`config.mk`:
```
export PLATFORM = sky130hd
export DESIGN_NAME = ulpi_link_ctrl
export DESIGN_NICKNAME = d
export VERILOG_FILES = /design/src/rtl/ulpi_link_ctrl.sv
export SDC_FILE = /design/constraint.sdc
export NUM_CORES = 1
export LEC_CHECK = 0
export BUFFER_PORTS_ARGS = -buffer_cell sky130_fd_sc_hd__buf_2
export CORE_MARGIN = 4
export CORE_UTILIZATION = 45
export DETAILED_ROUTE_END_ITERATION = 8
export PLACE_DENSITY = 0.73
export SLEW_MARGIN = 20
export SYNTH_ARGS = -nofsm -noshare
export SYNTH_HDL_FRONTEND = slang
export SYNTH_SLANG_ARGS = --single-unit
```
`constraint.sdc`:
```
create_clock -name clk -period 1.5 [get_ports clk]
set_input_delay 0.15 -clock clk [delete_from_list [all_inputs] [get_ports clk]]
set_output_delay 0.15 -clock clk [all_outputs]
set_load 0.02 [all_outputs]
```
`src/rtl/ulpi_link_ctrl.sv`:
```
module ulpi_link_ctrl #(
  parameter int DW = 8,
  parameter int IMM_W = 6
) (
  input  logic          clk,
  input  logic          rst_n,
  input  logic          phy_dir,
  input  logic          phy_nxt,
  input  logic [DW-1:0] phy_din,
  output logic [DW-1:0] phy_dout,
  output logic          phy_oe,
  output logic          phy_stp,
  input  logic          req_valid,
  input  logic          req_write,
  input  logic [DW-1:0] req_addr,
  input  logic [DW-1:0] req_wdata,
  output logic          req_ready,
  output logic          done,
  output logic [DW-1:0] rd_data,
  output logic [1:0]    line_state,
  output logic [1:0]    vbus_state,
  output logic          rx_active,
  output logic          rx_error,
  output logic          host_disc,
  output logic          id_dig,
  output logic          alt_int
);
  localparam logic [IMM_W-1:0] EXT_CODE = {IMM_W{1'b1}} ^ IMM_W'(6'h10);
  localparam logic [DW-1:0]    IMM_LAST = DW'(EXT_CODE) - 1'b1;
  localparam logic [1:0]       K_WR = 2'b10;
  localparam logic [1:0]       K_RD = 2'b11;

  typedef enum logic [2:0] {S_IDLE, S_CMD, S_EXT, S_WDATA, S_STP, S_RTA} st_t;

  st_t st;
  logic dir_q, wr_q, own, ext;
  logic [DW-1:0] addr_q, wdat_q, stat_q, cmd_byte;

  assign own      = !phy_dir && !dir_q;
  assign ext      = addr_q > IMM_LAST;
  assign cmd_byte = {wr_q ? K_WR : K_RD, ext ? EXT_CODE : addr_q[IMM_W-1:0]};

  always_comb begin
    case (st)
      S_CMD:   phy_dout = cmd_byte;
      S_EXT:   phy_dout = addr_q;
      S_WDATA: phy_dout = wdat_q;
      default: phy_dout = '0;
    endcase
  end

  assign phy_oe    = own;
  assign phy_stp   = (st == S_STP);
  assign req_ready = (st == S_IDLE);

  always_ff @(posedge clk) begin
    if (!rst_n) begin
      st      <= S_IDLE;
      dir_q   <= 1'b1;
      wr_q    <= 1'b0;
      addr_q  <= '0;
      wdat_q  <= '0;
      rd_data <= '0;
      stat_q  <= '0;
      done    <= 1'b0;
    end else begin
      dir_q <= phy_dir;
      done  <= 1'b0;
      if (phy_dir && dir_q && !phy_nxt && st != S_RTA)
        stat_q <= phy_din;
      case (st)
        S_IDLE:
          if (req_valid) begin
            wr_q   <= req_write;
            addr_q <= req_addr;
            wdat_q <= req_wdata;
            st     <= S_CMD;
          end
        S_CMD:
          if (own && phy_nxt)
            st <= ext ? S_EXT : (wr_q ? S_WDATA : S_RTA);
        S_EXT:
          if (phy_dir || dir_q) st <= S_CMD;
          else if (phy_nxt)     st <= wr_q ? S_WDATA : S_RTA;
        S_WDATA:
          if (phy_dir || dir_q) st <= S_CMD;
          else if (phy_nxt)     st <= S_STP;
        S_STP: begin
          st   <= S_IDLE;
          done <= 1'b1;
        end
        S_RTA:
          if (phy_dir && dir_q) begin
            if (!phy_nxt) begin
              rd_data <= phy_din;
              done    <= 1'b1;
              st      <= S_IDLE;
            end else begin
              st <= S_CMD;
            end
          end
        default: st <= S_IDLE;
      endcase
    end
  end

  assign line_state = stat_q[1:0];
  assign vbus_state = stat_q[3:2];
  assign rx_active  = stat_q[4];
  assign rx_error   = stat_q[5] && stat_q[4];
  assign host_disc  = stat_q[5] && !stat_q[4];
  assign id_dig     = stat_q[6];
  assign alt_int    = stat_q[7];

  p_oe_turn_r3: assert property (@(posedge clk) disable iff (!rst_n)
    phy_oe |-> (!phy_dir && !$past(phy_dir)));
  p_noop_idle_r2: assert property (@(posedge clk) disable iff (!rst_n)
    req_ready |-> (phy_dout == '0));
  p_stp_single_r6: assert property (@(posedge clk) disable iff (!rst_n)
    phy_stp |=> (!phy_stp && done));
  p_stp_bus_r6: assert property (@(posedge clk) disable iff (!rst_n)
    phy_stp |-> (phy_dout == '0));
  p_hold_r4: assert property (@(posedge clk) disable iff (!rst_n)
    (phy_oe && !phy_nxt && !req_ready && !phy_stp) |=> $stable(phy_dout));
  p_done_src_r7: assert property (@(posedge clk) disable iff (!rst_n)
    done |-> ($past(phy_stp) || ($past(phy_dir) && !$past(phy_nxt))));
  p_pkt_ignored_r11: assert property (@(posedge clk) disable iff (!rst_n)
    (phy_dir && phy_nxt) |=> $stable({line_state, vbus_state, rx_active, rx_error, host_disc, id_dig, alt_int}));
  p_turn_ignored_r9: assert property (@(posedge clk) disable iff (!rst_n)
    $rose(phy_dir) |=> $stable({line_state, vbus_state, id_dig, alt_int}));
  p_ev_excl_r10: assert property (@(posedge clk) disable iff (!rst_n)
    $onehot0({host_disc, rx_active}) && (!rx_error || rx_active));
endmodule

```
### After elaboration in Yosys (flattened, before gate mapping)

Cells that the tools add are included.

* register bits after elaboration: 38
* input bits: 30
* output and inout bits: 29
* word-level logic and storage cells: 54

* order comparisons: 1
* equality and inequality tests: 11
* muxes and demuxes: 17
* bitwise logic cells: 1
* reductions and logical operators: 16

Operator list (number)
* 2-to-1 mux 3 bit: 9
* one-hot mux 8 bit (3 select lines): 1
* one-hot mux 3 bit (5 select lines): 1
* != test 3 bit (second input constant): 3
* > comparator 8 x 6 -> 1 bit (second input constant): 1
* logical AND 1 bit: 7
* == test 3 x 2 -> 1 bit (second input constant): 2
* == test 3 bit (second input constant): 2
* 2-to-1 mux 6 bit: 1
* != test 2 bit (second input constant): 3
* AND reduction 5 bit: 1
* logical NOT 1 bit: 4
* 2-to-1 mux 1 bit: 4
* == test 3 x 1 -> 1 bit (second input constant): 1
* logical NOT 3 bit: 1
* AND reduction 3 bit: 1
* one-hot mux 1 bit (2 select lines): 1
* AND reduction 2 bit: 1
* logical OR 1 bit: 1
* inverter 1 bit: 1

### Longest topological paths before layout

Gate-level depths: netlist of the first run.

* depth after elaboration: 5
* depth in mapped cells: 6
* mapped depth without buffers: 5

### Least setup slack after synthesis of the first run

OpenSTA, ideal clock, no wires.

* path kind: register to output
* from: register st[0]
* to: output port phy_dout[0]
* arrival: 1.518 ns
* data required time: 1.350 ns
* slack: -0.168 ns
* cell stages (with the launch flop): 6
* buffers on the path: 2
* path through: dfxtp_1 buf_4 clkbuf_1 and2_1 a22oi_1 o21ai_0

* word-level cells in the longest chain between the ends: 2
* elaborated cells on any way between the ends: 4
* those cells by class: 3 x eq/ne; 1 x mux

Ends and longest elaborated chain
* start, declared: RTL line 35 `st_t st;`
* start signal, assigned: RTL line 81 `st <= ext ? S_EXT : (wr_q ? S_WDATA : S_RTA);`
* start signal, assigned: RTL line 84 `else if (phy_nxt) st <= wr_q ? S_WDATA : S_RTA;`
* == test 3 x 2 -> 1 bit / == test 3 x 1 -> 1 bit (equally long branches): RTL line 44 `case (st)`
* one-hot mux 8 bit (3 select lines) *: RTL line 44
* end, declared: RTL line 10 `output logic [DW-1:0] phy_dout,`

Every way passes the cells marked *; elsewhere a longest branch is shown, timed or not.

### Final worst setup path of the first run

* from: register addr_q[3]
* to: output port phy_dout[2]

* word-level cells in the longest chain between the ends: 3

Ends and longest elaborated chain
* start, declared: RTL line 37 `logic [DW-1:0] addr_q, wdat_q, stat_q, cmd_byte;`
* start signal, assigned: RTL line 75 `addr_q <= req_addr;`
* > comparator 8 x 6 -> 1 bit: RTL line 40 `assign ext = addr_q > IMM_LAST;`
* 2-to-1 mux 6 bit: RTL line 41 `assign cmd_byte = {wr_q ? K_WR : K_RD, ext ? EXT_CODE : addr_q[IMM_W-1:0]};`
* one-hot mux 8 bit (3 select lines): RTL line 44

No other way between the ends.

==> out/summary.txt, run 1 <==
Clk Latency, worst-skew pair = 0.29 ns
initial antenna violation count = 0
post-place setup slack = -0.0370 ns
vias per cell = 5.26
Avg Inst Size Synth = 8.61 µm²
Worst EP arrival = 1.59 ns
worst slew pin tran = 0.551 ns
total track usage = 18.6%
Worst setup SP type = flop
Warnings, synthesis = 0
Core Rows = 23
htree depth = 2
Pleak = 1.15 nW
die area = 5230 µm²
Post-synth top flop = dfxtp_1
gpl congestion = 0.824
Layout Nets = 326
first-pass GRT wire length = 7.62 mm
DR pass1 iterations = 4
power density over the cells = 959 nW/µm²
Setup TNS = -1.37 ns
clock skew = 0.00669 ns
clock transition at the registers of the reported paths = 0.08 ns
total wire length = 5.32 mm
Post-synth ARST share = 0%
Num Clock Sinks = 38
main combinational cell family by area after synthesis = simple AND/OR/NAND/NOR gates
Synth Register Bits = 38
IO Pins = 59
Fin Hold WS = 0.0841 ns
Syn Inst Count = 216
failing checks = negative setup slack
CTS tree = done
max cap viols = 0
Compound-Gate Fraction of Synth Area = 17.6%
Cell Area, Synth = 1860 µm²
Max Fanout on Critical Path = 5
Fin. Hold Viols = 0
DR WL/cell = 15.3 µm
residual DRC count = 0
Initial Utilization = 46.5%
multi-input logic area = 1060 µm²
Chip Width = 72.3 µm
WP data required = 1.35 ns
final setup violation count = 13
number of diodes = 0
status = finished, violations left
CTS Buf Count = 5
fin crit period = 1.74 ns
number of global-route vias before repair = 1713
Critical Path Sink Type = output port
antenna viol nets, final = 0
die height = 72.3 µm
mux cell area share after synthesis = 9.68%
final worst path period share = 116%
Initial DRC Count = 115
VDD IR max = 0.000641 V
Max transition margin = 63.2%
register area = 774 µm²
worst setup path category = reg2out
RSZ-0062 raised after global routing = true
Root Driver = clkbuf_8
global route overflow = 0
hold buffer count at CTS = 0
clock tree buffer depth = 2
Peak Freq = 575 MHz
worst min path class = in2reg
number of flops mapped to enable cells by yosys = 0
post-DP HPWL = 3.30 mm
core area = 4000 µm²
Post-Synth Adder-Cell Area = 0%
Port Buffers = 58
Final Slew Violations = 0
filler cell count = 306
share of layout cells above drive strength 1 = 43.1%
sequential share of the synthesized area = 40.9%
total nets after synthesis = 246
post-synthesis simple-gate area fraction = 26.5%
routed vias = 1824
largest net degree at the start of global routing = 39
area growth from synthesis to layout = 41.5%
Synth Area in XOR/XNOR = 0%
post-synth cell types = 35
PnR worst setup slack = -0.240 ns
## timing repair
item                                    CTS  global route
buffers inserted                          6             2
endpoints found under the setup margin   10            28
resized for setup                        29            28
gates cloned                              0             2
pin swaps                                 4             4
## placed cells by master (no fill, tap or decap), types with 2 or more instances in the layout
cell type	count
nor2_1	8
buf_4	26
nand3b_1	3
a21oi_1	3
nor3_1	4
a21boi_0	6
mux2i_1	18
nor2b_1	18
nand2_1	40
dfxtp_2	8
nand2b_1	4
nor3_4	2
o21ai_0	5
and2_1	2
o22ai_1	2
dfxtp_1	29
buf_2	50
a21boi_1	13
clkbuf_8	5
or3_4	3
buf_6	12
o21ai_2	4
a22oi_1	4
## power by group
group	internal, mW	total [mW]	leakage [nW]	switching, mW
sequential	1.07	1.12	0.314	0.0494
clock	0.326	0.713	0.0441	0.386
combinational	0.349	0.692	0.793	0.343
total	1.75	2.53	1.15	0.779
## registers in the layout (all words and copies together) (netlist names)
name	flops
done	1
dir_q	1
wdat_q	8
rd_data	8
stat_q	8
wr_q	1
addr_q	8
st	3
## metal layers
metal / vias up / track usage [%] / routed length, µm
met5: - / 0 / 0
met4: 0 / 7.52 / 87
met3: 9 / 5.26 / 286
met2: 66 / 28.0 / 2570
met1: 849 / 24.9 / 2380
li1: 900 / - / -
## final cells by class
cell class,count,area share [%]
Clock buffer,5,2.61
Clock inverter,3,0.808
Inverter,2,0.285
Multi-Input combinational cell,158,40.2
Sequential cell,38,29.4
Tap cell,50,2.38
Timing Repair Buffer,91,24.3
## final timing paths
| check | cells past startpoint | start | to | slack, ns |
|---|---|---|---|---|
| worst max-delay path | 5 | addr_q[3]$_SDFFE_PN0P_ | phy_dout[2] | -0.24 |
| worst min-delay path | 3 | req_write | wr_q$_SDFFE_PN0P_ | 0.08 |
| worst max register to register | 5 | st[0]$_SDFFE_PN0P_ | st[2]$_SDFFE_PN0P_ | -0.04 |
| worst min register to register | 2 | wdat_q[5]$_SDFFE_PN0P_ | wdat_q[5]$_SDFFE_PN0P_ | 0.46 |
## kinds of logic after synthesis
| kind of cell | Yosys count |
|---|---|
| buffers and inverters | 20 |
| multiplexers | 18 |
| AO/OA/AOI/OAI | 47 |
| flip-flops | 38 |
| AND/OR/NAND/NOR | 93 |
## worst max-delay path, stage by stage, from the launching register on
cell     delay [ns]
dfxtp_2        0.34
and4_4         0.23
o41ai_2        0.07
or3_4          0.43
o21ai_2        0.10
buf_6          0.14
## cells in the mapped netlist (2+ instances only)
cell      number  area share (%)
nand2_1       40             8.1
dfxtp_1       38              41
a21boi_0      18             7.3
mux2i_1       18             9.7
nor2b_1       18             6.1
o21ai_0       10             2.7
clkbuf_1       9             1.8
nor2_1         9             1.8
a22oi_1        5             2.0
buf_4          5             2.0
a21oi_1        4             1.1
buf_2          4             1.1
nand2b_1       4             1.3
nor3_1         4             1.1
nand3b_1       3             1.2
or3_1          3             1.0
and2_1         2            0.67
and4_1         2            0.94
inv_1          2            0.40
nor3_4         2             1.7
o22ai_1        2            0.67
## stage by stage
| stage | std cells | area, µm² | total power, mW | util, % |
|---|---|---|---|---|
| 2_1_floorplan | 216 | 1880 | 1.45 | - |
| 3_3_place_gp | 329 | 2320 | 1.65 | 58.1 |
| 3_5_place_dp | 329 | 2320 | 1.66 | 58.1 |
| 4_1_cts | 343 | 2530 | 2.44 | 63.3 |
| 5_1_grt | 347 | 2630 | 2.65 | 65.8 |
| 6_report | 347 | 2630 | 2.53 | 65.8 |
Note: power is estimated with default switching activity, not from simulation.
==> run 2: changes to the inputs <==
--- a/config.mk
+++ b/config.mk
@@ -7,9 +7,10 @@
 export LEC_CHECK = 0
 export BUFFER_PORTS_ARGS = -buffer_cell sky130_fd_sc_hd__buf_2
 export CORE_MARGIN = 4
-export CORE_UTILIZATION = 45
+export CORE_UTILIZATION = 35
+export CTS_BUF_LIST = sky130_fd_sc_hd__clkbuf_4 sky130_fd_sc_hd__clkbuf_8
 export DETAILED_ROUTE_END_ITERATION = 8
-export PLACE_DENSITY = 0.73
+export PLACE_DENSITY = 0.59
 export SLEW_MARGIN = 20
 export SYNTH_ARGS = -nofsm -noshare
 export SYNTH_HDL_FRONTEND = slang
==> run 2 against run 1 <==
The run still ends with negative setup slack left. Cell area grew 0.86%. Register-to-register slack gained 0.10 ns. Highest routed layer unchanged. Flip-flop and latch count is the same. Wire length shrank 12%. Setup slack gained 0.074 ns. Critical path depth is the same. First-iteration DRC count grew 11%. Largest cell class unchanged. Fmax grew 4.5%. Critical path type unchanged. Sequential power is essentially flat. Final cell count grew 4.9%. Non-clock buffer count shrank 3. Clock skew is essentially flat.
==> out/summary.txt, run 2 (synthesized netlist as in run 1, its figures left out) <==
DP Area = 2400 µm²
residual DRC count = 0
total track usage = 15.0%
clock tree buffer depth = 2
Initial DRC Count = 128
filler cell count = 543
Fin. Hold Viols = 0
worst setup path category = reg2out
core area = 5140 µm²
Setup TNS = -0.931 ns
RSZ-0062 raised after global routing = true
number of global-route vias before repair = 1644
clock transition at the registers of the reported paths = 0.07 ns
Critical Path Sink Type = output port
antenna viol nets, final = 0
Inst Count DP = 352
power density over the cells = 937 nW/µm²
post-DP HPWL = 3.48 mm
vias per cell = 4.77
worst slew pin tran = 0.318 ns
fin crit period = 1.67 ns
Initial Utilization = 36.2%
initial antenna violation count = 0
Chip Width = 80.9 µm
hold buffer count at CTS = 0
clock skew = 0.00654 ns
Layout Nets = 323
Pleak = 1.13 nW
number of diodes = 0
most frequent cells in the layout = buf_2, nand2_1, dfxtp_1
VDD IR max = 0.000457 V
status = finished, violations left
DR pass1 iterations = 4
most common library cell in the layout ignoring fill and taps = buf_2
Peak Freq = 600 MHz
Worst EP arrival = 1.52 ns
Root Driver = clkbuf_8
DR WL/cell = 12.8 µm
Max transition margin = 78.6%
global route overflow = 0
Core Rows = 26
Clk Latency, worst-skew pair = 0.29 ns
total wire length = 4.68 mm
first-pass GRT wire length = 7.63 mm
area growth from synthesis to layout = 42.7%
Port Buffers = 58
fin cells = 364
failing checks = negative setup slack
WP data required = 1.35 ns
IO Pins = 59
gpl congestion = 0.796
Final Slew Violations = 0
final worst path period share = 111%
share of layout cells above drive strength 1 = 43.9%
routed vias = 1737
Max Fanout on Critical Path = 5
final instance area = 2660 µm²
register area = 772 µm²
die area = 6550 µm²
Num Clock Sinks = 38
PnR worst setup slack = -0.166 ns
CTS Buf Count = 5
max cap viols = 0
die height = 80.9 µm
CTS tree = done
final setup violation count = 8
multi-input logic area = 1090 µm²
htree depth = 2
worst min path class = in2reg
Worst setup SP type = flop
largest net degree at the start of global routing = 39
run 2: routing by layer:
metal | wire, µm | track usage [%] | vias up
li1 | - | - | 895
met3 | 208 | 3.22 | 9
met4 | 84 | 5.41 | 0
met5 | 0 | 0 | -
met2 | 2200 | 23.4 | 44
met1 | 2180 | 20.3 | 789
run 2: worst paths after layout:
check	startpoint	to	slack [ns]	depth (start not counted)
worst min-delay path	req_wdata[2]	wdat_q[2]$_SDFFE_PN0P_	0.10	3
worst max register to register	st[2]$_SDFFE_PN0P_	addr_q[3]$_SDFFE_PN0P_	0.06	5
worst min register to register	wdat_q[0]$_SDFFE_PN0P_	wdat_q[0]$_SDFFE_PN0P_	0.47	2
worst max-delay path	addr_q[6]$_SDFFE_PN0P_	phy_dout[0]	-0.17	5
run 2: layout make-up:
class / instances / share of cell area, %
flip-flops and latches: 38 / 29.1
well taps: 70 / 3.30
inverters: 2 / 0.283
multi-input cells: 158 / 40.9
clock buffers: 7 / 3.39
clock inverters: 1 / 0.189
repair buffers: 88 / 22.9
run 2: through the flow:
stage	setup WS (ns)	total power, mW	util [%]	hold WS, ns
2_1_floorplan	-0.0377	1.45	-	0.295
3_3_place_gp	-0.0212	1.68	46.6	0.403
3_5_place_dp	-0.0407	1.68	46.6	0.410
4_1_cts	-0.182	2.48	50.7	0.100
5_1_grt	-0.239	2.64	51.7	0.110
6_report	-0.166	2.49	51.7	0.103
run 2: critical path, cell delays in order, from the launching register on:
cell and delay, ns:
dfxtp_2 0.34, or3_4 0.39, o41ai_2 0.08, or3_4 0.24
o21ai_2 0.07, buf_6 0.13
run 2: report_power, final:
group	internal, mW	switching [mW]
registers	1.07	0.0385
clock network	0.389	0.340
logic	0.324	0.329
total	1.78	0.708
run 2: timing repair:
action / 4_1_cts / 5_1_grt
endpoints found under the setup margin: 10 / 34
setup buffers: 3 / 2
endpoints found under the hold margin: 0 / 0
pin swaps: 3 / 9
gates resized for setup: 29 / 15
==> run 3: changes to the inputs <==
--- a/config.mk
+++ b/config.mk
@@ -11,6 +11,7 @@
 export CTS_BUF_LIST = sky130_fd_sc_hd__clkbuf_4 sky130_fd_sc_hd__clkbuf_8
 export DETAILED_ROUTE_END_ITERATION = 8
 export PLACE_DENSITY = 0.59
+export SETUP_SLACK_MARGIN = 0.5
 export SLEW_MARGIN = 20
 export SYNTH_ARGS = -nofsm -noshare
 export SYNTH_HDL_FRONTEND = slang
==> run 3 against run 2 <==
Total power grew 29%. The run still ends with negative setup slack left. Cell area grew 24%. Fmax shrank 4.3%. Clock-buffer cell count shrank 2. Combinational power grew 51%.
==> out/summary.txt, run 3 (synthesized netlist as in run 1, its figures left out) <==
status = finished, violations left
failing checks = negative setup slack
Max transition margin = 73.2%
reg2reg end = rd_data[4]$_SDFFE_PN0P_
Inst Count DP = 344
total track usage = 17.2%
Initial DRC Count = 148
Clk Latency, worst-skew pair = 0.30 ns
Initial Utilization = 36.2%
residual DRC count = 0
Num Clock Sinks = 38
CTS tree = done
largest net degree at the start of global routing = 24
core area = 5140 µm²
power density over the cells = 975 nW/µm²
Fin. Hold Viols = 0
max cap viols = 0
worst slew pin tran = 0.402 ns
PnR worst setup slack = -0.241 ns
Core Rows = 26
Worst setup SP type = flop
clock tree buffer depth = 2
die area = 6550 µm²
CTS Buf Count = 5
WP data required = 1.35 ns
Worst Hold Path Cells = 3
Root Driver = clkbuf_8
Worst EP arrival = 1.59 ns
global route overflow = 0
worst setup path category = reg2out
Hold Path End = addr_q[7]$_SDFFE_PN0P_
hold path startpoint = req_addr[7]
fin cells = 376
vias per cell = 5.04
DR WL/cell = 16.3 µm
Port Buffers = 58
R2R Setup Slk = 0.01 ns
DR pass1 iterations = 4
first-pass GRT wire length = 8.58 mm
hold buffer count at CTS = 0
post-DP HPWL = 3.44 mm
Max Fanout on Critical Path = 5
reg2reg start = st[0]$_SDFFE_PN0P_
htree depth = 2
final setup violation count = 8
gpl congestion = 0.872
VDD IR max = 0.000620 V
Peak Freq = 574 MHz
RSZ-0062 raised after global routing = true
clock skew = 0.0116 ns
worst min path class = in2reg
most common library cell in the layout ignoring fill and taps = buf_2
final worst path period share = 116%
antenna viol nets, final = 0
most frequent cells in the layout = buf_2, buf_6, dfxtp_1
Chip Width = 80.9 µm
area growth from synthesis to layout = 76.4%
die height = 80.9 µm
Layout Nets = 335
number of global-route vias before repair = 1772
IO Pins = 59
final instance area = 3280 µm²
fin crit period = 1.74 ns
number of diodes = 0
Pleak = 1.38 nW
total wire length = 6.14 mm
routed vias = 1896
DP Area = 2430 µm²
worst r2r path cells = 7
Final Slew Violations = 0
clock transition at the registers of the reported paths = 0.09 ns
Critical Path Sink Type = output port
Fin Hold WS = 0.0851 ns
initial antenna violation count = 0
share of layout cells above drive strength 1 = 67.6%
[run 3: layout make-up]
cell class / count / area, µm²
inverter: 2 / 10.0
timing repair buffer: 100 / 846
tap: 70 / 87.6
fill: 426 / 1860
clock inverter: 3 / 68.8
multi-input combinational: 158 / 1410
clock buffer: 5 / 68.8
sequential: 38 / 793
[run 3: repair_timing]
action,CTS,global route
pin swaps,36,44
setup endpoints to repair,50,55
gates cloned,1,2
resized for setup,91,71
setup buffers,16,5
[run 3: worst max-delay path: stages, from the launching register on]
cell     delay, ns
dfxtp_4       0.37
or3_4         0.41
o41ai_4       0.08
or3_4         0.23
o21ai_2       0.08
buf_6         0.14
[run 3: metrics by stage]
stage / power, mW / setup slack (ns) / setup TNS [ns] / util [%]
after floorplan: 1.53 / 0.141 / 0 / -
after global placement: 1.71 / 0.0614 / 0 / 47.3
after detailed placement: 1.71 / 0.0475 / 0 / 47.3
after CTS: 2.98 / -0.197 / -1.14 / 57.1
after global routing: 3.33 / -0.303 / -2.16 / 63.9
final: 3.20 / -0.241 / -1.43 / 63.9
[run 3: worst max-delay path by stage]
stage / from / endpoint / depth (start not counted)
floorplan: st[0]$_SDFFE_PN0P_ / rd_data[0]$_SDFFE_PN0P_ / 6
global placement: st[0]$_SDFFE_PN0P_ / phy_dout[5] / 6
detailed placement: st[1]$_SDFFE_PN0P_ / st[1]$_SDFFE_PN0P_ / 6
CTS: addr_q[6]$_SDFFE_PN0P_ / phy_dout[2] / 5
global route: addr_q[6]$_SDFFE_PN0P_ / phy_dout[4] / 5
finish: addr_q[6]$_SDFFE_PN0P_ / phy_dout[1] / 5
[run 3: routing by layer]
layer	track usage (%)	vias to the layer above	share of wire (%)
met3	4.21	11	4.4
met2	27.0	61	49
met5	0	-	0
met4	5.57	0	2.1
met1	23.2	899	45
li1	-	925	-
[run 3: power breakdown]
part           internal [mW]  switching [mW]  total [mW]
Sequential              1.07          0.0663        1.13
Clock                  0.667           0.414        1.08
Combinational          0.508           0.479       0.987
Total                   2.24           0.959        3.20
